$ cat src/rtl/refdiv_pkg.sv
package refdiv_pkg;
  localparam int unsigned NUM_TAPS = 4;
  localparam int unsigned TAP_CTRL = 0;
  localparam int unsigned TAP_FM   = 1;
  localparam int unsigned TAP_AM   = 2;
  localparam int unsigned TAP_TOD  = 3;

  typedef enum logic {
    BAND_AM = 1'b0,
    BAND_FM = 1'b1
  } band_e;
endpackage

$ cat src/rtl/refdiv_prescale.sv
module refdiv_prescale #(
  parameter int unsigned DIV = 8
) (
  input  logic clk,
  input  logic rst,
  output logic tick,
  output logic sq
);
  localparam int unsigned W    = (DIV > 2) ? $clog2(DIV) : 1;
  localparam logic [W-1:0] LAST = W'(DIV - 1);
  localparam logic [W-1:0] HALF = W'(DIV / 2);

  logic [W-1:0] cnt;

  always_ff @(posedge clk) begin
    if (rst) begin
      cnt <= '0;
    end else if (cnt == LAST) begin
      cnt <= '0;
    end else begin
      cnt <= cnt + 1'b1;
    end
  end

  assign tick = (cnt == LAST);
  assign sq   = (cnt < HALF);

  AST_PRE_RANGE: assert property (@(posedge clk) disable iff (rst)
    cnt <= LAST);
  AST_SQ_RISE_AFTER_TICK: assert property (@(posedge clk) disable iff (rst)
    tick |=> sq);
  AST_SQ_LOW_AT_TICK: assert property (@(posedge clk) disable iff (rst)
    tick |-> !sq);
endmodule

$ cat src/rtl/refdiv_stage.sv
module refdiv_stage #(
  parameter int unsigned DIV = 40
) (
  input  logic clk,
  input  logic rst,
  input  logic en_in,
  output logic en_out
);
  localparam int unsigned W    = (DIV > 2) ? $clog2(DIV) : 1;
  localparam logic [W-1:0] LAST = W'(DIV - 1);

  logic [W-1:0] cnt;

  always_ff @(posedge clk) begin
    if (rst) begin
      cnt <= '0;
    end else if (en_in) begin
      if (cnt == LAST) begin
        cnt <= '0;
      end else begin
        cnt <= cnt + 1'b1;
      end
    end
  end

  assign en_out = en_in && (cnt == LAST);

  AST_STG_RANGE: assert property (@(posedge clk) disable iff (rst)
    cnt <= LAST);
  AST_STG_HOLD: assert property (@(posedge clk) disable iff (rst)
    !en_in |=> $stable(cnt));
  AST_STG_ONLY_ON_EN: assert property (@(posedge clk) disable iff (rst)
    en_out |-> en_in);
endmodule

$ cat src/rtl/refdiv_refsel.sv
module refdiv_refsel
  import refdiv_pkg::*;
(
  input  logic clk,
  input  logic rst,
  input  logic band_sel,
  input  logic tick_fm,
  input  logic tick_am,
  output logic ref_tick,
  output logic band_active
);
  band_e band_q;

  always_ff @(posedge clk) begin
    if (rst) begin
      band_q <= band_e'(band_sel);
    end else if (tick_am) begin
      band_q <= band_e'(band_sel);
    end
  end

  assign ref_tick    = (band_q == BAND_FM) ? tick_fm : tick_am;
  assign band_active = band_q;

  AST_BAND_HOLD: assert property (@(posedge clk) disable iff (rst)
    !tick_am |=> $stable(band_q));
  AST_REF_ON_FM_TAP: assert property (@(posedge clk) disable iff (rst)
    ref_tick |-> tick_fm);
  AST_AM_QUIET: assert property (@(posedge clk) disable iff (rst)
    (band_q == BAND_AM && tick_fm && !tick_am) |-> !ref_tick);
endmodule

$ cat src/rtl/refdiv_top.sv
module refdiv_top
  import refdiv_pkg::*;
#(
  parameter int unsigned RATIO_CTRL = 8,
  parameter int unsigned RATIO_FM   = 40,
  parameter int unsigned RATIO_AM   = 25,
  parameter int unsigned RATIO_TOD  = 10
) (
  input  logic clk,
  input  logic rst,
  input  logic band_sel,
  output logic ctrl_sq,
  output logic tick_ctrl,
  output logic tick_fm,
  output logic tick_am,
  output logic tick_tod,
  output logic ref_tick,
  output logic band_active
);
  localparam int unsigned RATIO [NUM_TAPS] = '{RATIO_CTRL, RATIO_FM, RATIO_AM, RATIO_TOD};

  logic [NUM_TAPS-1:0] tap;

  refdiv_prescale #(.DIV(RATIO[TAP_CTRL])) u_pre (
    .clk  (clk),
    .rst  (rst),
    .tick (tap[TAP_CTRL]),
    .sq   (ctrl_sq)
  );

  for (genvar i = 1; i < NUM_TAPS; i++) begin : g_stage
    refdiv_stage #(.DIV(RATIO[i])) u_stage (
      .clk    (clk),
      .rst    (rst),
      .en_in  (tap[i-1]),
      .en_out (tap[i])
    );
  end

  refdiv_refsel u_sel (
    .clk         (clk),
    .rst         (rst),
    .band_sel    (band_sel),
    .tick_fm     (tap[TAP_FM]),
    .tick_am     (tap[TAP_AM]),
    .ref_tick    (ref_tick),
    .band_active (band_active)
  );

  assign tick_ctrl = tap[TAP_CTRL];
  assign tick_fm   = tap[TAP_FM];
  assign tick_am   = tap[TAP_AM];
  assign tick_tod  = tap[TAP_TOD];

  AST_TOD_NESTED: assert property (@(posedge clk) disable iff (rst)
    tick_tod |-> tick_am);
  AST_AM_ON_FM: assert property (@(posedge clk) disable iff (rst)
    tick_am |-> tick_fm);
  AST_RESET_QUIET: assert property (@(posedge clk)
    rst |=> (tap == '0 && ctrl_sq));
endmodule

$ cat config.mk
export PLATFORM = sky130hd
export DESIGN_NAME = refdiv_top
export DESIGN_NICKNAME = d
export VERILOG_FILES = /design/src/rtl/refdiv_pkg.sv /design/src/rtl/refdiv_prescale.sv /design/src/rtl/refdiv_stage.sv /design/src/rtl/refdiv_refsel.sv /design/src/rtl/refdiv_top.sv
export SDC_FILE = /design/constraint.sdc
export NUM_CORES = 1
export LEC_CHECK = 0
export ABC_AREA = 1
export BUFFER_PORTS_ARGS = -buffer_cell sky130_fd_sc_hd__buf_4
export CORE_MARGIN = 2
export CORE_UTILIZATION = 45
export DETAILED_ROUTE_END_ITERATION = 12
export PLACE_DENSITY_LB_ADDON = 0.3
export SYNTH_ARGS = -nofsm -noshare
export SYNTH_HDL_FRONTEND = slang
export SYNTH_SLANG_ARGS = --single-unit
$ cat constraint.sdc
create_clock -name clk -period 1.4 [get_ports clk]
set_clock_uncertainty 0.05 [all_clocks]
set_input_delay 0.07 -clock clk [delete_from_list [all_inputs] [get_ports clk]]
set_output_delay 0.07 -clock clk [all_outputs]
set_load 0.01 [all_outputs]
==> results.md, run 1 <==
Finish:
- The post-route cell area is 1270 um2.
- Leaving out fill and tap cells, the most frequent cells in the layout are 29 x sky130_fd_sc_hd__nand2_1, 25 x sky130_fd_sc_hd__nor2_1, 18 x sky130_fd_sc_hd__buf_4.
- Counting the fill cells in the layout gives 162.
- For this run, the number of standard cells in the final layout without fillers is approximately 190.
- The leading cell type in the layout, fill and taps excluded is sky130_fd_sc_hd__nand2_1.
- The repair_antennas step left the layout with diodes totalling 0.
- The net total in the final layout is 169.
- In the final layout, the share of cells above drive strength 1 is about 29%.
- The utilization of the core after routing is 64.2%.
- The area added between synthesis and finish is 32.2%.

Synth:
- The average size of a mapped cell is 7.13 um2.
- In this run, synthesis produced a sequential element count of 19.
- The number of cells produced by synthesis is roughly 140.
- The Yosys step of the flow raised 0 warnings.
- After synthesis, flip-flops and latches occupy about 41% of the total area.
- In this run the biggest area consumer among cell types represents a little under two fifths of the synthesized area.
- The synthesized net count is 143.
- Of all cell types, the one taking the most synthesized area is sky130_fd_sc_hd__dfxtp_1.
- In this run, distinct cell masters in the synthesized netlist total 23.
- Sorting the synthesized cells by area gives the leading types as sky130_fd_sc_hd__dfxtp_1 37%, sky130_fd_sc_hd__nand2_1 13%, sky130_fd_sc_hd__nor2_1 10%.
- The cell area that synthesis handed to floorplanning was ~960 um2.

Routing:
- The count of nets left with antenna violations once routing finished came out at 0.
- The first routing iteration left 11 violations.
- The detailed-route DRC error count is 0.
- Across all layers, the routed design uses approximately 900 vias.
- The total detailed-routing wirelength is approximately 1800 um.
- Before antenna repair, the detailed router went through 4 iterations.
- The post-detailed-route via-to-cell ratio is roughly 4.8.
- In the final routed layout, each cell accounts on average for roughly 9.6 um.

Timing:
- The final max-slew violation count is 0.
- For the finished layout, the period the worst path requires is ~1600 ps.
- The number of setup violations in the final report is 9.
- Setup repair after global routing could not meet its margin everywhere.
- The upper clock frequency limit is between 0.6 and 0.7 GHz.
- Setup slack on the critical path of the routed design comes to -181 ps.
- In this run the tightest slew margin relative to its limit is around four fifths.
- The slew at the pin closest to its max-slew limit is a little over 300 ps.
- Of the available clock period, the critical path in the final layout requires 113%.
- The number of hold violations in the final report came to 0.

Clocking:
- Buffers inserted during clock tree synthesis total 3.
- The TritonCTS sink count is 19.
- Clock-pin slew was measured on the worst setup and hold paths at around 100 ps.
- In this run the clock root is driven by a sky130_fd_sc_hd__clkbuf_4.
- The TritonCTS clock tree is done.
- The total number of H-tree levels is 1.
- The number of buffers on the longest clock path is 2.
- The later pin in the worst-skew pair is clocked with a latency of about 290 ps.

Global route:
- The number of antenna violations at the first check in global routing was 0.
- The via count of the first global-routing pass was about 790.
- The total congestion overflow is 0.
- Entering global routing, the biggest net connects 11 pins.
- The first global-routing pass estimated 3130 um of wire.
- In the global route stage, overall resource usage came out at about 16%.

Power:
- The completed layout was analyzed and its total power is 0.886 mW.
- The net switching power is slightly below 0.2 mW.
- IR analysis of the VDD net gives a maximum drop of around 0.59 mV.
- The analysis attributes to cell leakage a power of between 0.5 and 0.6 nW.
- In this run, the clock network consumes ~31% of the power.
- Sequential cells burn between 60% and 70% of the power.
- In this run switching power makes up between 20% and 30% of total power.
- Cell internal power was estimated by the tool at 0.694 mW.
- The combinational cell fraction of total power is 5.9%.
- Power spread over the standard cell area amounts to ~700 nW/um2.

Critical path:
- At the worst endpoint, the required time is about 1300 ps.
- Across all register-to-register paths, the minimum setup slack is -80 ps.
- The worst reg2reg path depth is 10.
- The endpoint arrival time on the critical path is 1460 ps.
- The setup path with the least slack is of type reg -> out.
- The start point of the critical path is u_pre.cnt[0].
- The startpoint kind of the worst setup timing path is a register.
- The kind of end point of the critical path is an output port.
- The critical-path maximum fanout is 3.
- The startpoint identified for the worst register-to-register timing path is u_pre.cnt[0].
- In this run the worst setup path terminates at ref_tick.
- The endpoint of the most critical register-to-register path is g_stage[2].u_stage.cnt[3].

Status:
- The flow ran to the end, but the final reports show violations.
- The checks that failed: negative setup slack.

Place:
- During placement, the flow inserted port buffers numbering 9.
- Including well taps, the total number of placed cells is between 150 and 200.
- The HPWL after detailed placement is 1320 um.
- The congestion estimate from routability-driven global placement came to 0.754.
- Once placement finished, the instance area stood at 1140 um2.
- Timing analysis after detailed placement gives a worst setup slack of -30.4 ps.

Hold path:
- The worst hold path depth is 2.
- The worst min-delay path class is reg -> reg.

Floorplan:
- The initial utilization of the core area, before any placement, comes to 48.5%.
- The vertical die dimension is ~50 um.
- The number of top-level design ports is 10.
- The die is ~50 um wide.
- In this run the core area contains 16 standard-cell rows.
- The die covers 2520 um2.
- After floorplanning, the core was sized to cover slightly below 2000 um2.

Job:
- The number of maximum-capacitance constraint violations is 0.
state kept, by name, indices dropped and copies added (netlist names):
signal / count
u_sel.band_active: 1
u_pre.cnt: 3
g_stage.u_stage.cnt: 15
per-layer routing:
| metal | vias to the layer above | wire length (um) | global-route usage (%) |
|---|---|---|---|
| met1 | 407 | 789 | 17.1 |
| met2 | 12 | 917 | 30.0 |
| met3 | 2 | 74 | 5.36 |
| met5 | - | 0 | 0 |
| met4 | 0 | 12 | 5.56 |
| li1 | 474 | - | - |
cell usage after synthesis, drive strengths merged:
cell / number
a21oi: 7
nand3b: 1
inv: 17
nand4: 2
nor3: 3
nand3: 8
clkinv: 1
buf: 1
xor2: 2
nor2: 29
edfxtp: 1
o21ai: 5
nand2: 34
nor3b: 1
ha: 5
dfxtp: 18
metrics by stage:
step           setup TNS, ps  hold slack, ps
3_5_place_dp           -30.4             209
4_1_cts                 -871             390
3_3_place_gp           -5.53             208
5_1_grt                -1860             445
2_1_floorplan              0            89.1
6_report                -780             441
how the worst min path moves through the flow:
stage / start / endpoint / slack, ps
6_report: g_stage[1].u_stage.cnt[5] / g_stage[1].u_stage.cnt[5] / 440
5_1_grt: rst / g_stage[2].u_stage.cnt[2] / 450
4_1_cts: u_pre.cnt[0] / u_pre.cnt[0] / 390
3_5_place_dp: band_sel / u_sel.band_active / 210
3_3_place_gp: band_sel / u_sel.band_active / 210
2_1_floorplan: rst / g_stage[2].u_stage.cnt[2] / 90
power by group through the flow:
stage	sequential (mW)	clock, mW	combinational (mW)
final	0.564	0.271	0.0521
after CTS	0.564	0.283	0.0491
after floorplan	0.576	0	0.0258
after global placement	0.575	0	0.0426
after global routing	0.565	0.305	0.0614
after detailed placement	0.576	0	0.0438
repair_timing:
action,in CTS,in global routing
resized for setup,10,5
setup buffers,5,2
pin swaps,6,2
hold endpoints to repair,5,0
hold buffers,2,0
cloned,0,0
endpoints found under the setup margin,7,17
area by class of cell:
cell class	instances	area, um2	area share [%]
clock buffers	4	26.3	2.06
inverters	18	75.1	5.90
multi-input cells	97	566	44.4
flip-flops and latches	19	394	31.0
well taps	27	33.8	2.65
repair buffers	22	178	14.0
logic make-up after synthesis:
kind of cell    count (synthesis)  synth area share (%)
fa+ha+maj                       5                  6.50
flops                          19                  40.6
xor+xnor                        2                  1.82
compound gates                 12                  6.24
buf+inv                        19                  7.67
simple gates                   78                  37.2
critical path, cell delays in order (launching register included):
cell and delay [ps]:
sky130_fd_sc_hd__dfxtp_2 370, sky130_fd_sc_hd__ha_4 140, sky130_fd_sc_hd__ha_4 130, sky130_fd_sc_hd__inv_4 40, sky130_fd_sc_hd__nor2_4 130, sky130_fd_sc_hd__nand2_4 110, sky130_fd_sc_hd__clkinv_4 70, sky130_fd_sc_hd__nand2_2 30
sky130_fd_sc_hd__nand2_1 60, sky130_fd_sc_hd__buf_6 100
(Power assumes the default switching activity.)
==> run 2, diff against run 1 <==
Settings changed: BUFFER_PORTS_ARGS -buffer_cell sky130_fd_sc_hd__buf_4 to -buffer_cell sky130_fd_sc_hd__buf_2.
==> run 2 against run 1 <==
Against the previous run:
- the flow still finishes with violations (negative setup slack)
- final cell count increased by 1.6%
- critical endpoint unchanged
- sequential cell count did not move
- largest cell class unchanged
- sequential share of layout area decreased by 1.2 points
- critical path depth unchanged
==> results.md, run 2 (same netlist as run 1, synthesis figures left out) <==
Routing:
- The routed design has 2110 um of wire.
- After detailed routing, the average wire length per cell comes to ~11 um.
- The initial DRC count is 3.
- The final route contains approximately 930 vias.
- The detailed-router iteration count before antenna repair is 4.
- The number of routed nets with antenna violations is 0.
- In the routed layout, each cell is associated on average with a via count of between 4 and 5.
- After detailed routing, the number of remaining DRC violations is 0.

Timing:
- The number of hold violations in the final report is 0.
- The final max-slew violation count was 0.
- The number of setup violations in the final report is 15.
- Headroom to the max-slew limit came out at between 70 and 80%.
- Dividing the final minimum period by the clock period gives 115%.
- Setup repair after global routing could not meet its margin everywhere.
- Based on the critical path, the design can be clocked at up to slightly above 0.6 GHz.
- The worst path setup slack after routing is -209 ps.
- The slew at the pin closest to its max-slew limit is 355 ps.
- The post-layout minimum cycle time is 1610 ps.

Place:
- After legalization and detailed placement, the total HPWL measured approximately 1400 um.
- The number of port buffers is 9.
- Once placement completed, the tool counted placed cells totaling about 170.
- The post-detailed-placement cell area is between 1000 and 1500 um2.
- At the end of routability-driven placement, the weighted congestion stood at 0.853.

Finish:
- In the final design database the tool counted 172 nets.
- The post-route cell area is 1330 um2.
- The final antenna diode count is 0.
- The number of cells in the finished layout apart from fillers is 190.
- The leading cell type in the layout, fill and taps excluded is sky130_fd_sc_hd__nand2_1.
- The most flop-heavy register is g_stage.u_stage.cnt.
- The area added between synthesis and finish is 38.2%.
- The library cells used most frequently in the layout, excluding fill and tap cells, are 27 x sky130_fd_sc_hd__nand2_1, 22 x sky130_fd_sc_hd__nor2_1, 14 x sky130_fd_sc_hd__inv_1, 14 x sky130_fd_sc_hd__dfxtp_1, 11 x sky130_fd_sc_hd__buf_4.
- The post-route netlist has a little over a third of its cells at a drive strength greater than 1.
- The utilization of the core after routing is about two thirds.
- The number of flip-flops in the largest register is 15.

Critical path:
- By startpoint and endpoint, the worst setup path is classified as reg -> out.
- Data on the critical path arrives at its endpoint at ~1500 ps.
- The most frequent cell on the critical path is sky130_fd_sc_hd__ha_4.
- The data required time at the worst endpoint is 1280 ps.
- The buffers plus inverters on the worst setup path is 3.
- Along the worst path, the maximum fanout reaches 4.
- Grouping stages by cell kind, the critical path spends the most delay in flip-flops.
- The register-to-register path setup slack is -180 ps.
- The slowest stage of the critical path belongs to the cell sky130_fd_sc_hd__dfxtp_2.
- The largest single stage delay on the critical path is around 360 ps.
- Traced cell by cell, the critical path runs through ha_4, ha_4, inv_4, nor2_4, nand2_4, clkinv_4, nand2_2, nand2_1, buf_2.
- The kind of end point of the critical path is an output port.
- STA classifies the critical path startpoint as a register.

Global route:
- The via count of the first global-routing pass is 845.
- For this run the aggregate overflow at the end of global routing stands at 0.
- The first global-routing pass estimated about 3300 um of wire.
- The global-route total usage across every layer is roughly 17%.
- The number of antenna violations at the first check in global routing is 0.
- Entering global routing, the biggest net connects 11 pins.

Power:
- Registers are responsible for a little over three fifths of the overall power.
- Of the total power, the share spent switching nets is between 20% and 30%.
- The proportion of power drawn by the clock network is a little under a third.
- The net switching power is a little over 0.2 mW.
- Combinational logic burns under 10% of the power.
- The power density over cell area is 673 nW/um2.
- The internal cell power is approximately 0.7 mW.
- The leakage power is 0.607 nW.
- VDD sags by at most approximately 0.65 mV.

Status:
- The checks that failed: negative setup slack.
- The flow ran to the end, but the final reports show violations.

Clocking:
- The TritonCTS clock tree is done.
- The clock root buffer master is sky130_fd_sc_hd__clkbuf_4.
- The total clock buffers created by CTS is 3.
- The total number of H-tree levels is 1.
- The clock reaches the later pin of the worst-skew pair after ~300 ps.
- The clock-pin slew of the registers on the worst-case setup and hold paths is 100 ps.
- The clock passes through at most 2 buffers.
- For this design, the sink count on the clock tree is 19.

Hold path:
- The path class of the tightest hold or removal check is reg -> reg.

Floorplan:
- The total die area is about 2500 um2.
- The row count is 16.
- The effective utilization at floorplan is between 40% and 50%.
- The vertical die dimension is approximately 50 um.
- The die extent in x is 50.2 um.
- The number of top-level design ports is 10.
- The region available for standard cell placement spans 1980 um2.

Job:
- The number of maximum-capacitance constraint violations is 0.
==> run 2: layout make-up <==
class / instances / area [um2]
timing repair buffer: 25 / 194
sequential: 19 / 395
tap: 27 / 33.8
fill: 163 / 652
multi-input combinational: 97 / 606
inverter: 18 / 75.1
clock buffer: 4 / 26.3
==> run 2: routing by layer <==
layer,track usage (%),wire (um)
met1,18.4,866
met2,33.3,1120
met3,5.36,86
met4,4.17,42
met5,0,0
==> run 2: path summary, 6_finish.rpt <==
path	startpoint	end	cells after the start
hold / removal	u_pre.cnt[0]	u_pre.cnt[0]	1
hold reg to reg	u_pre.cnt[0]	u_pre.cnt[0]	1
setup reg to reg	u_pre.cnt[1]	g_stage[3].u_stage.cnt[3]	10
setup / recovery	u_pre.cnt[1]	ref_tick	9
==> run 2: repair_timing <==
item	4_1_cts	5_1_grt
gates cloned	0	0
hold endpoints to repair	5	0
hold buffers	2	0
pin swaps	6	6
setup endpoints to repair	14	18
resized for setup	11	20
buffers inserted	6	5
==> run 2: through the flow <==
stage / worst slack, ps / hold WS (ps) / TNS (ps) / power, mW
floorplan: 5.57 / 89.1 / 0 / 0.601
global placement: -14.6 / 212 / -14.6 / 0.614
detailed placement: -38.9 / 219 / -63.0 / 0.617
CTS: -217 / 388 / -1200 / 0.898
global route: -305 / 401 / -3150 / 0.939
finish: -209 / 382 / -1790 / 0.895
==> run 2: power groups by stage <==
stage | Clock (mW) | Sequential [mW] | Combinational (mW)
2_1_floorplan | 0 | 0.576 | 0.0258
3_3_place_gp | 0 | 0.575 | 0.0390
3_5_place_dp | 0 | 0.576 | 0.0406
4_1_cts | 0.288 | 0.564 | 0.0461
5_1_grt | 0.319 | 0.565 | 0.0553
6_report | 0.282 | 0.564 | 0.0488
